**config.mk**
```make
export PLATFORM = sky130hd
export DESIGN_NAME = backoff_timer
export DESIGN_NICKNAME = d
export VERILOG_FILES = /design/src/rtl/backoff_pkg.sv /design/src/rtl/backoff_lfsr.sv /design/src/rtl/backoff_limit.sv /design/src/rtl/backoff_counter.sv /design/src/rtl/backoff_timer.sv
export SDC_FILE = /design/constraint.sdc
export NUM_CORES = 1
export LEC_CHECK = 0
export ABC_AREA = 1
export BUFFER_PORTS_ARGS = -buffer_cell sky130_fd_sc_hd__buf_2
export CAP_MARGIN = 10
export CORE_AREA = 2 2 83 85
export DETAILED_ROUTE_END_ITERATION = 8
export DIE_AREA = 0 0 85 87
export PLACE_DENSITY = 0.92
export SYNTH_ARGS = -nofsm -noshare
export SYNTH_HDL_FRONTEND = slang
export SYNTH_HIERARCHICAL = 1
export SYNTH_SLANG_ARGS = --single-unit
```
**constraint.sdc**
```tcl
create_clock -name clk_i -period 5.3 [get_ports clk_i]
set_input_delay 1.06 -clock clk_i [delete_from_list [all_inputs] [get_ports clk_i]]
set_output_delay 1.06 -clock clk_i [all_outputs]
set_load 0.05 [all_outputs]
```
**src/rtl/backoff_pkg.sv**
```systemverilog
package backoff_pkg;
  localparam int unsigned LFSR_W = 16;
  localparam logic [LFSR_W-1:0] LFSR_SEED = 16'hACE1;

  typedef enum logic {
    ST_IDLE = 1'b0,
    ST_WAIT = 1'b1
  } bo_state_e;

  // x^16 + x^15 + x^13 + x^4 + 1, Fibonacci form
  function automatic logic [LFSR_W-1:0] lfsr_adv(input logic [LFSR_W-1:0] v);
    return {v[LFSR_W-2:0], v[15] ^ v[14] ^ v[12] ^ v[3]};
  endfunction
endpackage

```
**src/rtl/backoff_lfsr.sv**
```systemverilog
module backoff_lfsr
  import backoff_pkg::*;
(
  input  logic              clk_i,
  input  logic              rst_ni,
  input  logic              adv_i,
  output logic [LFSR_W-1:0] val_o
);
  logic [LFSR_W-1:0] state_q;

  always_ff @(posedge clk_i or negedge rst_ni) begin
    if (!rst_ni)    state_q <= LFSR_SEED;
    else if (adv_i) state_q <= lfsr_adv(state_q);
  end

  assign val_o = state_q;
endmodule

```
**src/rtl/backoff_limit.sv**
```systemverilog
module backoff_limit #(
  parameter int unsigned DLY_W = 16
) (
  input  logic             clk_i,
  input  logic             rst_ni,
  input  logic             draw_i,
  input  logic             clear_i,
  input  logic [DLY_W-1:0] min_i,
  input  logic [DLY_W-1:0] max_i,
  output logic [DLY_W-1:0] lim_o,
  output logic [DLY_W-1:0] lim_q_o,
  output logic             armed_o
);
  logic             armed_q;
  logic [DLY_W-1:0] lim_q;
  logic [DLY_W-1:0] lim_nxt;

  // limit in force for a draw this cycle
  assign lim_o   = armed_q ? lim_q : min_i;
  assign lim_nxt = (lim_o < max_i) ? {lim_o[DLY_W-2:0], 1'b0} : lim_o;

  always_ff @(posedge clk_i or negedge rst_ni) begin
    if (!rst_ni) begin
      armed_q <= 1'b0;
      lim_q   <= '0;
    end else if (clear_i) begin
      armed_q <= 1'b0;
    end else if (draw_i) begin
      armed_q <= 1'b1;
      lim_q   <= lim_nxt;
    end
  end

  assign lim_q_o = lim_q;
  assign armed_o = armed_q;
endmodule

```
**src/rtl/backoff_counter.sv**
```systemverilog
module backoff_counter
  import backoff_pkg::*;
#(
  parameter int unsigned DLY_W = 16
) (
  input  logic             clk_i,
  input  logic             rst_ni,
  input  logic             load_i,
  input  logic [DLY_W-1:0] dly_i,
  output logic             busy_o,
  output logic             done_o,
  output logic [DLY_W-1:0] cnt_o
);
  bo_state_e        st_q;
  logic [DLY_W-1:0] cnt_q;
  logic             done_q;

  always_ff @(posedge clk_i or negedge rst_ni) begin
    if (!rst_ni) begin
      st_q   <= ST_IDLE;
      cnt_q  <= '0;
      done_q <= 1'b0;
    end else begin
      done_q <= 1'b0;
      unique case (st_q)
        ST_IDLE: begin
          if (load_i) begin
            if (dly_i == '0) begin
              done_q <= 1'b1;
            end else begin
              st_q  <= ST_WAIT;
              cnt_q <= dly_i;
            end
          end
        end
        ST_WAIT: begin
          if (cnt_q == DLY_W'(1)) begin
            st_q   <= ST_IDLE;
            cnt_q  <= '0;
            done_q <= 1'b1;
          end else begin
            cnt_q <= cnt_q - DLY_W'(1);
          end
        end
        default: st_q <= ST_IDLE;
      endcase
    end
  end

  assign busy_o = (st_q == ST_WAIT);
  assign done_o = done_q;
  assign cnt_o  = cnt_q;
endmodule

```
**src/rtl/backoff_timer.sv**
```systemverilog
module backoff_timer
  import backoff_pkg::*;
#(
  parameter int unsigned DLY_W = 16
) (
  input  logic             clk_i,
  input  logic             rst_ni,
  input  logic             start_i,
  input  logic             success_i,
  input  logic [DLY_W-1:0] min_dly_i,
  input  logic [DLY_W-1:0] max_dly_i,
  output logic             busy_o,
  output logic             done_o
);
  logic              accept;
  logic [LFSR_W-1:0] rnd_raw;
  logic [DLY_W-1:0]  rnd;
  logic [DLY_W-1:0]  lim;
  logic [DLY_W-1:0]  lim_q;
  logic [DLY_W-1:0]  dly;
  logic [DLY_W-1:0]  cnt;
  logic              armed;

  assign accept = start_i && !busy_o && !success_i;

  backoff_lfsr u_lfsr (
    .clk_i (clk_i),
    .rst_ni(rst_ni),
    .adv_i (accept),
    .val_o (rnd_raw)
  );

  generate
    if (DLY_W > LFSR_W) begin : g_ext
      assign rnd = {{(DLY_W - LFSR_W){1'b0}}, rnd_raw};
    end else begin : g_trunc
      assign rnd = rnd_raw[DLY_W-1:0];
    end
  endgenerate

  backoff_limit #(.DLY_W(DLY_W)) u_limit (
    .clk_i  (clk_i),
    .rst_ni (rst_ni),
    .draw_i (accept),
    .clear_i(success_i),
    .min_i  (min_dly_i),
    .max_i  (max_dly_i),
    .lim_o  (lim),
    .lim_q_o(lim_q),
    .armed_o(armed)
  );

  // limits are powers of two: mask keeps the draw below the limit
  assign dly = rnd & (lim - DLY_W'(1));

  backoff_counter #(.DLY_W(DLY_W)) u_cnt (
    .clk_i (clk_i),
    .rst_ni(rst_ni),
    .load_i(accept),
    .dly_i (dly),
    .busy_o(busy_o),
    .done_o(done_o),
    .cnt_o (cnt)
  );
endmodule

```
Word-level counts from Yosys, hierarchy flattened
Index checks and enable logic that the tools add are counted.
{"block": "word_totals", "reg_bits": 51, "inputBits": 36, "out_inout_bits": 2, "wordCells": 42}
{"block": "classes", "addsub": 2, "n_lt_le_gt_ge": 1, "eq_ne": 3, "n_mux": 16, "bitwise": 6, "reduce_logical": 8}
{"op": "16-bit 2-to-1 mux", "n": 5}
{"op": "16-bit one-hot mux with 2 select lines", "n": 1}
{"op": "16-bit by 1-bit subtractor with 16-bit output (second input constant)", "n": 2}
{"op": "16-bit bitwise AND", "n": 1}
{"op": "16-bit by 1-bit equality test with 1-bit output (second input constant)", "n": 1}
{"op": "16-bit zero test", "n": 1}
{"op": "16-bit < comparator", "n": 1}
{"op": "1-bit 2-to-1 mux", "n": 8}
{"op": "2-bit inequality test (second input constant)", "n": 2}
{"op": "1-bit one-hot mux with 2 select lines", "n": 2}
{"op": "2-bit AND reduction", "n": 2}
{"op": "1-bit XOR", "n": 3}
{"op": "1-bit logical AND", "n": 2}
{"op": "1-bit zero test", "n": 2}
{"op": "1-bit NOT", "n": 2}
{"op": "2-bit nonzero test", "n": 1}

Depth between registers and ports, before layout
Gate-level depths: netlist of run 1.
{"block": "depth", "ltp_word": 7, "depth_mapped": 23, "ltp_nobuf": 21}

By module
The synthesis of run 1 kept the hierarchy.
{"module": "backoff_limit", "n_inst": 1, "cells_per_inst": 220, "area_each_um2": 1478.9, "seq_area_each_um2": 425.4}
{"module": "backoff_counter", "n_inst": 1, "cells_per_inst": 231, "area_each_um2": 1417.6, "seq_area_each_um2": 450.4}
{"module": "backoff_lfsr", "n_inst": 1, "cells_per_inst": 76, "area_each_um2": 693.2, "seq_area_each_um2": 410.4}
{"module": "backoff_timer", "n_inst": 1, "cells_per_inst": 95, "area_each_um2": 480.5, "seq_area_each_um2": 0.0}

Worst setup path after synthesis of run 1
Ideal clock, no wire load.
{"block": "synth_path", "path_type": "input-to-reg", "from": "input min_dly_i[1]", "to": "register u_cnt.cnt_q[8] (netlist: u_cnt/cnt_o[8])", "setup_time_ns": 0.117, "arrival_ns": 2.931, "required_time_ns": 5.183, "setup_slack_ns": 2.252, "path_stages": 17, "n_path_buf": 1, "cell_sequence": "o21ai_0 inv_1 inv_1 ha_1 nand3_4 nor2_4 nand2_1 and3_1 nor2_1 nand2_1 nor2_1 nand2_1 nand2_1 nand2_1 buf_2 nor2_1 nor2_1"}
{"block": "synth_via", "elab_chain_len": 6, "elab_cells_between_ends": 9, "cone_classes": "1 x add/sub; 1 x eq/ne; 4 x mux; 1 x bitwise; 2 x reduce/logical"}
{"element": "start: declaration", "line_no": "backoff_timer.sv:10", "rtl": "input logic [DLY_W-1:0] min_dly_i,"}
{"element": "16-bit 2-to-1 mux *", "line_no": "backoff_limit.sv:19", "rtl": "assign lim_o = armed_q ? lim_q : min_i;"}
{"element": "named net lim[1]", "line_no": "backoff_timer.sv:18", "rtl": "logic [DLY_W-1:0] lim;"}
{"element": "16-bit by 1-bit subtractor with 16-bit output *", "line_no": "backoff_timer.sv:54", "rtl": "assign dly = rnd & (lim - DLY_W'(1));"}
{"element": "16-bit bitwise AND *", "line_no": "backoff_timer.sv:54"}
{"element": "named net dly[8]", "line_no": "backoff_timer.sv:20", "rtl": "logic [DLY_W-1:0] dly;"}
{"element": "16-bit zero test / 16-bit 2-to-1 mux (equally long branches)", "line_no": "backoff_counter.sv:28", "rtl": "if (dly_i == '0) begin"}
{"element": "2-bit inequality test (no source line) / 16-bit 2-to-1 mux (equally long branches)"}
{"element": "2-bit AND reduction (no source line) / 16-bit one-hot mux with 2 select lines (equally long branches)"}
{"element": "end signal: assignment", "line_no": "backoff_counter.sv:32", "rtl": "cnt_q <= dly_i;"}
{"element": "end signal: assignment", "line_no": "backoff_counter.sv:42", "rtl": "cnt_q <= cnt_q - DLY_W'(1);"}
{"element": "end: declaration", "line_no": "backoff_counter.sv:15", "rtl": "logic [DLY_W-1:0] cnt_q;"}
The timed path passes the listed nets; every way through them passes the cells marked *. The select of a mux whose other input is x is not followed.
A chain may end at the register's enable or synchronous reset.

Worst setup path in the final report of run 1
{"block": "layout_path", "from": "register u_limit.armed_q (netlist: u_limit/armed_o)", "to": "register u_cnt.cnt_q[6] (netlist: u_cnt/cnt_o[6])"}
{"block": "layout_via", "elab_chain_len": 6, "elab_cells_between_ends": 9, "cone_classes": "1 x add/sub; 1 x eq/ne; 4 x mux; 1 x bitwise; 2 x reduce/logical"}
{"element": "start: declaration", "line_no": "backoff_limit.sv:14", "rtl": "logic armed_q;"}
{"element": "start signal: assignment", "line_no": "backoff_limit.sv:24", "rtl": "armed_q <= 1'b0;"}
{"element": "start signal: assignment", "line_no": "backoff_limit.sv:27", "rtl": "armed_q <= 1'b0;"}
{"element": "start signal: assignment", "line_no": "backoff_limit.sv:29", "rtl": "armed_q <= 1'b1;"}
{"element": "16-bit 2-to-1 mux *", "line_no": "backoff_limit.sv:19"}
{"element": "named net lim[1]", "line_no": "backoff_timer.sv:18"}
{"element": "16-bit by 1-bit subtractor with 16-bit output *", "line_no": "backoff_timer.sv:54"}
{"element": "16-bit bitwise AND *", "line_no": "backoff_timer.sv:54"}
{"element": "named net dly[6]", "line_no": "backoff_timer.sv:20"}
{"element": "16-bit zero test / 16-bit 2-to-1 mux (equally long branches)", "line_no": "backoff_counter.sv:28"}
{"element": "2-bit inequality test (no source line) / 16-bit 2-to-1 mux (equally long branches)"}
{"element": "2-bit AND reduction (no source line) / 16-bit one-hot mux with 2 select lines (equally long branches)"}
Marks and branches as above.

==> impl_results.rst, run 1 <==
.. list-table::
   :header-rows: 1

   * - Metric
     - Value
   * - Run status
     - finished clean
   * - Register clock-pin slew on the reported worst setup and hold paths
     - 90 ps
   * - Lkg Pwr
     - 2.33 nW
   * - Critical path class
     - reg -> reg
   * - Synth cell types
     - 35
   * - Mean instance size in the synthesized netlist
     - between 6 and 7 sq um
   * - Gr busiest metal
     - met2
   * - Post-CTS setup buffer count
     - 0
   * - Type of the tightest min-delay check
     - reg -> reg
   * - Post-Synthesis Cell Area
     - 4070 sq um
   * - VDD IR max
     - 129 uV
   * - Post-DP HPWL
     - around 7500 um
   * - Setup TNS
     - 0 ps
   * - Drt wl/cell
     - 13.8 um
   * - Final period util
     - 0.707
   * - Worst-case register-to-register setup slack
     - between 1500 and 2000 ps
   * - Met1 Use GR
     - 0.376
   * - Die Span Y
     - 87 um
   * - Final antenna diode count
     - 0
   * - Power share of the sequential group
     - 0.473
   * - # resized after CTS
     - 0
   * - Post-synthesis register bit count
     - 51
   * - Iteration count of the initial detailed-routing pass
     - 6
   * - Bufs on Longest Clock Path
     - 2
   * - Number of I/O pins
     - 38
   * - Fraction of power spent switching nets
     - 0.260
   * - Max-slew violation count
     - 0
   * - Clock root buffer master
     - sky130_fd_sc_hd__clkbuf_8
   * - Kind of end point of the critical path
     - register
   * - Fraction of the core area covered by cells at the end of the flow
     - 0.670
   * - Worst path buffer plus inverter count
     - 3
   * - Final #Nets
     - 707
   * - Cell with the most instances after synthesis
     - sky130_fd_sc_hd__nand2_1
   * - Total of endpoints with negative setup slack in the final report
     - 0
   * - Total congestion overflow after global routing
     - 0
   * - Cell repeated most along the worst path
     - sky130_fd_sc_hd__nand2_1
   * - Num rows
     - 30
   * - Prevailing post-synth register cell
     - sky130_fd_sc_hd__dfrtp_1
   * - Dominant delay contributor by cell family on the critical path
     - simple AND/OR/NAND/NOR gates
   * - Category of the worst setup path launch point
     - register
   * - Placer's final routability congestion estimate
     - around 0.95
   * - Met2 Resource Use GR
     - 0.485
   * - Number of enable flip-flop cells after synthesis
     - 0
   * - Met3 Track Usage GR
     - 0.0464
   * - Slew at the pin closest to its max-slew limit
     - 655 ps
   * - Number of clock sinks
     - slightly above 50
   * - Maximum single-stage delay on the critical path
     - 680 ps
   * - Antenna-violating nets left
     - 0
   * - Routed vias/inst
     - 5.62
   * - Share of power burned in combinational logic
     - 0.152
   * - Initial core utilization
     - 0.620
   * - Source-to-sink clock delay at the later pin of the worst-skew pair
     - ~310 ps
   * - Number of global-route vias before repair
     - 3841
   * - Deepest level of the CTS H-tree
     - 2
   * - CTS Buf Count
     - 5
   * - Area share of the leading cell type in the synthesized netlist
     - 0.264
   * - Number of antenna violations at the first check in global routing
     - 0
   * - Fmax
     - 267 MHz
   * - Vias after detailed routing
     - around 4000
   * - Number of standard cells after synthesis
     - just over 600
   * - Internal power of the cells
     - 630 uW
   * - TritonCTS clock tree
     - done
   * - Total number of yosys warnings
     - 6
   * - # Max-Cap Violations
     - 0
   * - Overall die width
     - 85 um
   * - Largest net degree at the start of global routing
     - 52
   * - Synth area leaders
     - sky130_fd_sc_hd__dfrtp_1 (26%), sky130_fd_sc_hd__nand2_1 (17%), sky130_fd_sc_hd__inv_1 (7.6%)
   * - Relative slew margins
     - 0.562
   * - Fraction of final layout cells sized beyond drive strength 1
     - 0.165
   * - Critical Path Fanout Max
     - 20
   * - Wire length of the first global-routing pass
     - between 15000 and 20000 um
   * - Net Sw Power
     - 221 uW
   * - Number of port buffers
     - 37
   * - Share of the yosys chip area belonging to registers
     - 0.316
   * - Highest-delay cell along the critical path
     - sky130_fd_sc_hd__dfrtp_1
   * - Filler instances
     - 551
   * - CP cell instances
     - inv_2 > or2_2 > o21ai_0 > inv_1 > inv_1 > ha_1 > nand3_4 > nor2_4 > o21ai_0 > a21oi_1 > nor2_1 > nand2_1 > nor2_1 > nand2_1 > nand2_1 > nand2_1 > o21ai_1 > nand2_1 > nand2_1
   * - Cell taking the most area after synthesis
     - sky130_fd_sc_hd__dfrtp_1
   * - Post-route DRC
     - 0
   * - Min Tclk post-route
     - between 3000 and 4000 ps
   * - Number of nets in the synthesized netlist
     - 676
   * - Core ar.
     - 6570 sq um
   * - Arrival @ worst endpoint
     - 3950 ps
   * - Share of async-settable or async-resettable flops after synthesis
     - 1.00
   * - Number of failing hold endpoints at the final stage
     - 0
   * - Total global routing track utilization
     - 0.287
   * - Hold slack
     - 484 ps
   * - Floorplan die area
     - 7400 sq um
   * - Unrepaired setup endpoints after global routing
     - false
   * - Synth-to-Final Area Change
     - 8.18%
   * - Post-cts hold buffer count
     - 0
   * - Power density over the cells
     - 193 nW/um^2
   * - Clock network power share
     - 0.375
   * - Initial DRC count
     - 355
   * - Worst clock skew
     - 6.01 ps
   * - Most frequent cells after synthesis
     - sky130_fd_sc_hd__nand2_1 (187), sky130_fd_sc_hd__inv_1 (82), sky130_fd_sc_hd__nor2_1 (74)
   * - Total Routed Length
     - 10200 um
   * - Crit path required time
     - 5510 ps
-- power groups by stage --
stage	combinational [mW]	sequential, mW	clock [mW]
after global placement	0.121	0.410	0
after CTS	0.127	0.403	0.322
after detailed placement	0.127	0.410	0
after global routing	0.146	0.404	0.342
after floorplan	0.0871	0.408	0
final	0.130	0.403	0.319
-- metrics by stage --
stage / cell area, sq um / setup WS, ps / std cells / power [mW]
2_1_floorplan: 4070 / 2250 / 622 / 0.495
3_3_place_gp: 4270 / 1690 / 726 / 0.531
3_5_place_dp: 4270 / 1580 / 726 / 0.537
4_1_cts: 4400 / 1630 / 734 / 0.852
5_1_grt: 4400 / 1080 / 734 / 0.892
6_report: 4400 / 1550 / 734 / 0.852
-- final timing paths --
check                                     from                  end  depth (start not counted)
max in group asynchronous               rst_ni   u_limit/lim_q_o[0]                          2
max reg2reg                    u_limit/armed_o       u_cnt/cnt_o[6]                         19
min                        u_limit/lim_q_o[10]  u_limit/lim_q_o[10]                          2
min reg2reg                u_limit/lim_q_o[10]  u_limit/lim_q_o[10]                          2
min in group asynchronous               rst_ni   u_limit/lim_q_o[6]                          2
max                            u_limit/armed_o       u_cnt/cnt_o[6]                         19
-- per-layer routing --
metal | vias to the layer above | routed length (um)
met3 | 31 | 815
li1 | 2005 | -
met5 | - | 0
met1 | 1871 | 4300
met4 | 0 | 247
met2 | 216 | 4800
-- cell type report --
type                            count  area (sq um)  area share
Multi-Input combinational cell    468          2350       0.534
Sequential cell                    51          1290       0.292
Inverter                           87           327      0.0742
Timing Repair Buffer               40           208      0.0472
Tap cell                           80           100      0.0227
Clock buffer                        6          72.6      0.0165
Clock inverter                      2          60.1      0.0136
-- flip-flops by register name, indices dropped and copies added, names as in the netlist --
signal           cells
u_cnt/cnt_o         16
u_lfsr/val_o        16
u_limit/lim_q_o     16
u_cnt/busy_o         1
u_cnt/done_o         1
u_limit/armed_o      1
-- cell usage in the layout (no fill, tap or decap), drive strengths merged, types with 2 or more instances in the layout --
master,synthesis,layout
nand3,60,60
bufinv,0,2
inv,87,87
clkbuf,6,6
nor2,90,90
nand2,197,197
buf,10,40
a21oi,25,25
nand3b,2,2
dfrtp,43,43
xor2,2,2
o21ai,49,49
nand4,3,3
or2,15,15
dfstp,8,8
ha,18,18
-- tightest hold or removal path: cells and delay by family (launching register included) --
| family | cells | cell delay [ps] |
|---|---|---|
| DFF | 1 | 340 |
| and+or+nand+nor | 2 | 110 |
-- cell families (layout without fill, tap and decap cells) --
kind of cell / Yosys count / in the layout / share of synthesized area
buffers and inverters: 103 / 135 / 0.108
adder cells (fa/ha/maj): 18 / 18 / 0.0553
AO/OA/AOI/OAI: 77 / 77 / 0.102
XOR/XNOR: 3 / 3 / 0.00646
AND/OR/NAND/NOR: 370 / 370 / 0.412
flip-flops: 51 / 51 / 0.316
Note: power is estimated with default switching activity, not from simulation.
==> run 2, diff against run 1 <==
Settings changed: CORE_AREA 2 2 83 85 to 2 2 86 88, DIE_AREA 0 0 85 87 to 0 0 88 90, PLACE_DENSITY 0.92 to 0.87.
Clock period 5.3 ns to 3.65 ns, I/O delays scaled along.
==> run 2 against run 1 <==
Effect of this change: via count decreased by 2.0%; register-to-register slack got worse by 980 ps; sequential share of layout area decreased by 0.083 points; core utilization decreased by 4.1 points; final area increased by 0.28%; sequential power increased by 45%; cell count increased by 2.9%; largest power group unchanged.
==> impl_results.rst, run 2 (same netlist as run 1, synthesis figures left out) <==
.. list-table::
   :header-rows: 1

   * - Metric
     - Value
   * - Run status
     - finished clean (unchanged)
   * - Worst-case register-to-register setup slack
     - 580 ps (was 1550 ps)
   * - Iteration count of the initial detailed-routing pass
     - 5 (was 6)
   * - Fraction of the core area covered by cells at the end of the flow
     - 0.629 (was 0.670)
   * - Category of the worst setup path launch point
     - register (unchanged)
   * - Post-route DRC
     - 0 (unchanged)
   * - Post-CTS setup buffer count
     - 0 (unchanged)
   * - Kind of end point of the critical path
     - register (unchanged)
   * - Drt wl/cell
     - 13.2 um (was 13.8 um)
   * - Final #Nets
     - 709 (was 707)
   * - Unrepaired setup endpoints after global routing
     - false (unchanged)
   * - Min Tclk post-route
     - 3070 ps (was 3750 ps)
   * - Filler instances
     - 669 (was 551)
   * - Detailed-routed wire length on met2
     - 4720 um (was 4800 um)
   * - Deepest level of the CTS H-tree
     - 2 (unchanged)
   * - Type of the tightest min-delay check
     - in -> async (was reg -> reg)
   * - Internal power of the cells
     - 815 uW (was 630 uW)
   * - Num rows
     - 31 (was 30)
   * - Final setup slack of the worst path
     - 578 ps (was 1550 ps)
   * - Floorplan die area
     - 7920 sq um (was 7400 sq um)
   * - Clock root buffer master
     - sky130_fd_sc_hd__clkbuf_8 (unchanged)
   * - Most common cell after layout, fill and taps aside
     - sky130_fd_sc_hd__nand2_1 (unchanged)
   * - VDD IR max
     - 159 uV (was 129 uV)
   * - Placer's final routability congestion estimate
     - 0.929 (was 0.951)
   * - Setup TNS
     - 0 ps (unchanged)
   * - Highest signal layer in the routed design
     - met4 (unchanged)
   * - Worst clock skew
     - 10.5 ps (was 6.01 ps)
   * - Share of power burned in combinational logic
     - 0.166 (was 0.152)
   * - Relative slew margins
     - 0.661 (was 0.562)
   * - Final antenna diode count
     - 0 (unchanged)
   * - Post-cts hold buffer count
     - 0 (unchanged)
   * - Final period util
     - 0.842 (was 0.707)
   * - Synth-to-Final Area Change
     - 8.48% (was 8.18%)
   * - Die Span Y
     - 90 um (was 87 um)
   * - Overall die width
     - 88 um (was 85 um)
   * - Fmax
     - 326 MHz (was 267 MHz)
   * - Initial core utilization
     - 0.580 (was 0.620)
   * - Lkg Pwr
     - 2.32 nW (was 2.33 nW)
   * - Routed vias/inst
     - 5.35 (was 5.62)
   * - Post-DP HPWL
     - 7670 um (was 7510 um)
   * - Register clock-pin slew on the reported worst setup and hold paths
     - 100 ps (was 90 ps)
   * - Total congestion overflow after global routing
     - 0 (unchanged)
   * - Placement Setup Slack
     - 216 ps (was 1580 ps)
   * - Vias after detailed routing
     - 4041 (was 4123)
   * - Total global routing track utilization
     - 0.271 (was 0.287)
   * - Total Routed Length
     - 9950 um (was 10200 um)
   * - Met3 wirelength from detailed routing
     - 614 um (was 815 um)
   * - Total of endpoints with negative setup slack in the final report
     - 0 (unchanged)
   * - Power density over the cells
     - 257 nW/um^2 (was 193 nW/um^2)
   * - Core ar.
     - 7020 sq um (was 6570 sq um)
   * - Design Power
     - 1.14 mW (was 852 uW)
   * - Largest net degree at the start of global routing
     - 31 (was 52)
   * - Critical Path Fanout Max
     - 20 (unchanged)
   * - Bufs on Longest Clock Path
     - 2 (unchanged)
   * - Routed met1 length
     - 4400 um (was 4300 um)
   * - Slew at the pin closest to its max-slew limit
     - 508 ps (was 655 ps)
   * - Power share of the sequential group
     - 0.515 (was 0.473)
   * - Critical path class
     - reg -> reg (unchanged)
   * - Fraction of final layout cells sized beyond drive strength 1
     - 0.171 (was 0.165)
   * - # resized after CTS
     - 0 (unchanged)
   * - Clock network power share
     - 0.319 (was 0.375)
   * - Beginning of the worst register-to-register path
     - u_limit/armed_o (unchanged)
   * - Net Sw Power
     - 321 uW (was 221 uW)
   * - Critical Path End
     - u_cnt/cnt_o[6] (unchanged)
   * - Source-to-sink clock delay at the later pin of the worst-skew pair
     - 310 ps (about the same)
   * - Commonest cells after routing, fill and taps aside
     - sky130_fd_sc_hd__nand2_1 (186), sky130_fd_sc_hd__inv_1 (82), sky130_fd_sc_hd__nor2_1 (74) (was sky130_fd_sc_hd__nand2_1 (187), sky130_fd_sc_hd__inv_1 (82), sky130_fd_sc_hd__nor2_1 (74))
   * - Initial DRC count
     - 324 (was 355)
   * - # Max-Cap Violations
     - 0 (unchanged)
   * - Number of failing hold endpoints at the final stage
     - 0 (unchanged)
   * - Antenna-violating nets left
     - 0 (unchanged)
   * - Number of antenna violations at the first check in global routing
     - 0 (unchanged)
   * - Max-slew violation count
     - 0 (unchanged)
   * - Path depth of the worst reg2reg path
     - 21 (was 19)
   * - CTS Buf Count
     - 5 (unchanged)
   * - Number of I/O pins
     - 38 (unchanged)
   * - TritonCTS clock tree
     - done (unchanged)
   * - Fraction of power spent switching nets
     - 0.283 (was 0.260)
   * - Number of clock sinks
     - 51 (unchanged)
   * - Number of port buffers
     - 37 (unchanged)
   * - Capturing point of the worst reg2reg path
     - u_cnt/cnt_o[6] (unchanged)
   * - Crit path required time
     - 3860 ps (was 5510 ps)
   * - Wire length of the first global-routing pass
     - 17400 um (was 17200 um)
   * - Number of global-route vias before repair
     - 3919 (was 3841)
   * - Arrival @ worst endpoint
     - 3280 ps (was 3950 ps)
   * - Critical path startpoint
     - u_limit/armed_o (unchanged)
[run 2: cell count changes in the layout (fill, tap and decap cells not counted), sizes merged]
cell	previous run	this run
clkinvlp	0	1
bufinv	2	0
buf	40	42
clkbuf	6	7
[run 2: metrics by stage]
stage          cells  hold slack [ps]  cell area, sq um
2_1_floorplan    622              434              4070
3_3_place_gp     747              453              4310
3_5_place_dp     747              458              4310
4_1_cts          755              384              4410
5_1_grt          755              416              4420
6_report         755              380              4420
[run 2: area by class of cell]
type	instances	area, sq um	area share
sequential	51	1290	0.291
tap	99	124	0.0281
timing repair buffer	42	223	0.0504
multi-input combinational	468	2350	0.533
clock buffer	7	96.3	0.0218
inverter	87	327	0.0740
clock inverter	1	7.51	0.00170
[run 2: per-layer routing]
| metal | track usage | vias to the layer above |
|---|---|---|
| met4 | 0.0769 | 0 |
| met5 | 0 | - |
| met1 | 0.364 | 1853 |
| li1 | - | 2011 |
| met3 | 0.0404 | 26 |
| met2 | 0.449 | 151 |
[run 2: critical path, stage by stage, from the launching register on]
cell,delay [ps]
sky130_fd_sc_hd__dfrtp_1,370
sky130_fd_sc_hd__inv_2,130
sky130_fd_sc_hd__or2_2,300
sky130_fd_sc_hd__o21ai_0,150
sky130_fd_sc_hd__inv_1,110
sky130_fd_sc_hd__inv_1,130
sky130_fd_sc_hd__ha_1,250
sky130_fd_sc_hd__nand3_4,130
sky130_fd_sc_hd__nor2_4,140
sky130_fd_sc_hd__nand2_1,70
sky130_fd_sc_hd__nand2_1,50
sky130_fd_sc_hd__nand2_1,40
sky130_fd_sc_hd__nor2_1,180
sky130_fd_sc_hd__nor2_1,80
sky130_fd_sc_hd__nand2_1,70
sky130_fd_sc_hd__nor2_1,50
sky130_fd_sc_hd__nand2_1,70
sky130_fd_sc_hd__nand2_1,80
sky130_fd_sc_hd__nand2_2,300
sky130_fd_sc_hd__o21ai_1,130
sky130_fd_sc_hd__nand2_1,90
sky130_fd_sc_hd__nand2_1,50
[run 2: worst min-delay path by stage]
stage | from | slack (ps) | endpoint | cells past startpoint
global route | rst_ni | 420 | u_limit/lim_q_o[5] | 1
global placement | u_limit/lim_q_o[9] | 450 | u_limit/lim_q_o[9] | 2
floorplan | rst_ni | 430 | u_cnt/busy_o | 0
detailed placement | u_limit/lim_q_o[3] | 460 | u_limit/lim_q_o[3] | 2
finish | rst_ni | 380 | u_limit/lim_q_o[8] | 1
CTS | rst_ni | 380 | u_limit/lim_q_o[5] | 1
[run 2: power groups by stage]
| stage | logic, mW | clock network [mW] | registers (mW) |
|---|---|---|---|
| 3_5_place_dp | 0.185 | 0 | 0.596 |
| 3_3_place_gp | 0.179 | 0 | 0.595 |
| 4_1_cts | 0.186 | 0.372 | 0.585 |
| 2_1_floorplan | 0.127 | 0 | 0.593 |
| 6_report | 0.188 | 0.363 | 0.585 |
| 5_1_grt | 0.216 | 0.396 | 0.586 |
==> run 3, diff against run 2 <==
Settings changed: CORE_AREA 2 2 86 88 to 2 2 90 92, DIE_AREA 0 0 88 90 to 0 0 92 94, PLACE_DENSITY 0.87 to 0.83.
Clock period 3.65 ns to 2.8 ns, I/O delays scaled along.
==> run 3 against run 2 <==
Effect of this change: clock-buffer cell count down 1; core utilization up 3.6 points; first-iteration DRC count up 52%; hold slack worse by 23 ps; cell count up 5.6%; sequential share of layout area down 3.7 points; die area up 9.2%; non-clock buffer count up 39; clock skew down 1.7 ps.
==> impl_results.rst, run 3 (same netlist as run 1, synthesis figures left out) <==
.. list-table::
   :header-rows: 1

   * - Metric
     - Value
   * - Filler instances
     - 593 (was 669)
   * - Placer's final routability congestion estimate
     - 0.975 (was 0.929)
   * - Iteration count of the initial detailed-routing pass
     - 6 (was 5)
   * - Source-to-sink clock delay at the later pin of the worst-skew pair
     - 310 ps (about the same)
   * - CTS Buf Count
     - 5 (unchanged)
   * - Total of endpoints with negative setup slack in the final report
     - 0 (unchanged)
   * - Number of I/O pins
     - 38 (unchanged)
   * - Number of antenna violations at the first check in global routing
     - 0 (unchanged)
   * - Deepest level of the CTS H-tree
     - 2 (unchanged)
   * - Critical Path Fanout Max
     - 8 (was 20)
   * - Post-DP HPWL
     - 7690 um (was 7670 um)
   * - Register clock-pin slew on the reported worst setup and hold paths
     - 100 ps (about the same)
   * - Bufs on Longest Clock Path
     - 2 (unchanged)
   * - Beginning of the worst register-to-register path
     - u_limit/armed_o (unchanged)
   * - Initial core utilization
     - 0.535 (was 0.580)
   * - Category of the worst setup path launch point
     - register (unchanged)
   * - Most common cell after layout, fill and taps aside
     - sky130_fd_sc_hd__nand2_1 (unchanged)
   * - Critical Path End
     - u_cnt/cnt_o[14] (was u_cnt/cnt_o[6])
   * - # placed instances
     - 773 (was 747)
   * - Total Routed Length
     - 11700 um (was 9950 um)
   * - Number of clock sinks
     - 51 (unchanged)
   * - Final #Nets
     - 748 (was 709)
   * - Drt wl/cell
     - 14.7 um (was 13.2 um)
   * - Largest net degree at the start of global routing
     - 52 (was 31)
   * - Setup TNS
     - 0 ps (unchanged)
   * - TritonCTS clock tree
     - done (unchanged)
   * - Final antenna diode count
     - 0 (unchanged)
   * - Initial DRC count
     - 491 (was 324)
   * - Run status
     - finished clean (unchanged)
   * - Slew at the pin closest to its max-slew limit
     - 667 ps (was 508 ps)
   * - Power density over the cells
     - 324 nW/um^2 (was 257 nW/um^2)
   * - Count of non-filler cells in the finished layout
     - 797 (was 755)
   * - Capturing point of the worst reg2reg path
     - u_cnt/cnt_o[14] (was u_cnt/cnt_o[6])
   * - Die Span Y
     - 94 um (was 90 um)
   * - Crit path required time
     - 3000 ps (was 3860 ps)
   * - Fmax
     - 366 MHz (was 326 MHz)
   * - Total area of sequential cells
     - 1290 sq um (unchanged)
   * - Final setup slack of the worst path
     - 69.2 ps (was 578 ps)
   * - Core ar.
     - 7610 sq um (was 7020 sq um)
   * - Clock root buffer master
     - sky130_fd_sc_hd__clkbuf_8 (unchanged)
   * - Path depth of the worst reg2reg path
     - 21 (unchanged)
   * - Post-route DRC
     - 0 (unchanged)
   * - VDD IR max
     - 260 uV (was 159 uV)
   * - Lkg Pwr
     - 2.58 nW (was 2.32 nW)
   * - Kind of end point of the critical path
     - register (unchanged)
   * - Floorplan die area
     - 8650 sq um (was 7920 sq um)
   * - Synth-to-Final Area Change
     - 24.2% (was 8.48%)
   * - Overall die width
     - 92 um (was 88 um)
   * - Fraction of final layout cells sized beyond drive strength 1
     - 0.308 (was 0.171)
   * - Area of the multi-input gates
     - 2600 sq um (was 2350 sq um)
   * - Critical path class
     - reg -> reg (unchanged)
   * - Total global routing track utilization
     - 0.252 (was 0.271)
   * - Critical path startpoint
     - u_limit/armed_o (unchanged)
   * - Worst clock skew
     - 8.74 ps (was 10.5 ps)
   * - Wire length of the first global-routing pass
     - 17500 um (was 17400 um)
   * - Number of global-route vias before repair
     - 3948 (was 3919)
   * - Arrival @ worst endpoint
     - 2930 ps (was 3280 ps)
   * - Number of port buffers
     - 37 (unchanged)
   * - Antenna-violating nets left
     - 0 (unchanged)
   * - Final period util
     - 0.975 (was 0.842)
   * - Num rows
     - 32 (was 31)
   * - # Max-Cap Violations
     - 0 (unchanged)
   * - Worst-case register-to-register setup slack
     - 70 ps (was 580 ps)
   * - Total congestion overflow after global routing
     - 0 (unchanged)
   * - Placement Setup Slack
     - -19.5 ps (was 216 ps)
   * - Type of the tightest min-delay check
     - in -> async (unchanged)
   * - Max-slew violation count
     - 0 (unchanged)
   * - Post-cts hold buffer count
     - 0 (unchanged)
   * - Routed vias/inst
     - 5.52 (was 5.35)
   * - Number of failing hold endpoints at the final stage
     - 0 (unchanged)
   * - Commonest cells after routing, fill and taps aside
     - sky130_fd_sc_hd__nand2_1 (181), sky130_fd_sc_hd__inv_1 (66), sky130_fd_sc_hd__nand3_1 (56) (was sky130_fd_sc_hd__nand2_1 (186), sky130_fd_sc_hd__inv_1 (82), sky130_fd_sc_hd__nor2_1 (74))
   * - Min Tclk post-route
     - 2730 ps (was 3070 ps)
   * - Relative slew margins
     - 0.556 (was 0.661)
   * - Fraction of the core area covered by cells at the end of the flow
     - 0.665 (was 0.629)
   * - Vias after detailed routing
     - 4396 (was 4041)
==> run 3: changes by cell type in the layout (fill, tap and decap cells not counted), moves of 9 or more <==
cell,delta
sky130_fd_sc_hd__inv_1,-16
sky130_fd_sc_hd__nor2_2,+11
sky130_fd_sc_hd__inv_2,+14
sky130_fd_sc_hd__buf_4,+30
sky130_fd_sc_hd__nor2_1,-20
sky130_fd_sc_hd__nor2_4,+9
sky130_fd_sc_hd__o21ai_0,-14
sky130_fd_sc_hd__o21ai_2,+15
==> run 3: metal layers <==
metal | vias up | track usage | routed length (um)
met2 | 233 | 0.430 | 5660
met4 | 0 | 0.0784 | 294
met1 | 2039 | 0.334 | 4820
met5 | - | 0 | 0
met3 | 33 | 0.0329 | 903
li1 | 2091 | - | -
==> run 3: per-stage QoR <==
| stage | hold WS, ps | cell area, sq um | power, mW |
|---|---|---|---|
| after global routing | 424 | 5060 | 1.72 |
| after detailed placement | 461 | 4500 | 1.04 |
| after floorplan | 264 | 4070 | 0.937 |
| final | 358 | 5060 | 1.64 |
| after CTS | 381 | 4660 | 1.59 |
| after global placement | 456 | 4500 | 1.03 |
==> run 3: power breakdown <==
group / total, mW / internal (mW) / switching [mW]
clock network: 0.546 / 0.290 / 0.256
registers: 0.765 / 0.752 / 0.0126
logic: 0.328 / 0.133 / 0.195
==> run 3: what timing repair did <==
action,CTS,global route
setup buffers,5,8
cloned,0,3
pin swaps,1,25
endpoints found under the setup margin,16,33
gates resized for setup,4,99
hold endpoints to repair,0,0
==> run 3: worst min path at each step <==
stage,slack (ps),end
after floorplan,260,u_cnt/busy_o
after global placement,460,u_limit/lim_q_o[14]
after detailed placement,460,u_limit/lim_q_o[5]
after CTS,380,u_limit/lim_q_o[11]
after global routing,420,u_limit/lim_q_o[11]
final,360,u_limit/lim_q_o[11]
==> run 3: critical path: stages, from the launching register on <==
cell and delay [ps]:
sky130_fd_sc_hd__dfrtp_1 430, sky130_fd_sc_hd__inv_4 90, sky130_fd_sc_hd__buf_6 130, sky130_fd_sc_hd__or2_2 270, sky130_fd_sc_hd__o21ai_2 90, sky130_fd_sc_hd__inv_2 80, sky130_fd_sc_hd__buf_4 140, sky130_fd_sc_hd__nor2_2 90
sky130_fd_sc_hd__nand2_1 70, sky130_fd_sc_hd__nor2_2 110, sky130_fd_sc_hd__nand3_1 80, sky130_fd_sc_hd__nand2_1 80, sky130_fd_sc_hd__nor2_2 50, sky130_fd_sc_hd__nor2_1 80, sky130_fd_sc_hd__nand2_1 70, sky130_fd_sc_hd__nor2_2 140
sky130_fd_sc_hd__nand2_2 80, sky130_fd_sc_hd__nand2_2 100, sky130_fd_sc_hd__nand2_4 100, sky130_fd_sc_hd__clkbuf_16 180, sky130_fd_sc_hd__nor2_2 90, sky130_fd_sc_hd__a21oi_1 50
==> run 3: layout make-up <==
type                    count  area share
well taps                 102      0.0252
inverters                  87      0.0656
clock buffers               6      0.0163
clock inverters             2     0.00693
flip-flops and latches     51       0.254
repair buffers             81       0.118
multi-input cells         468       0.514
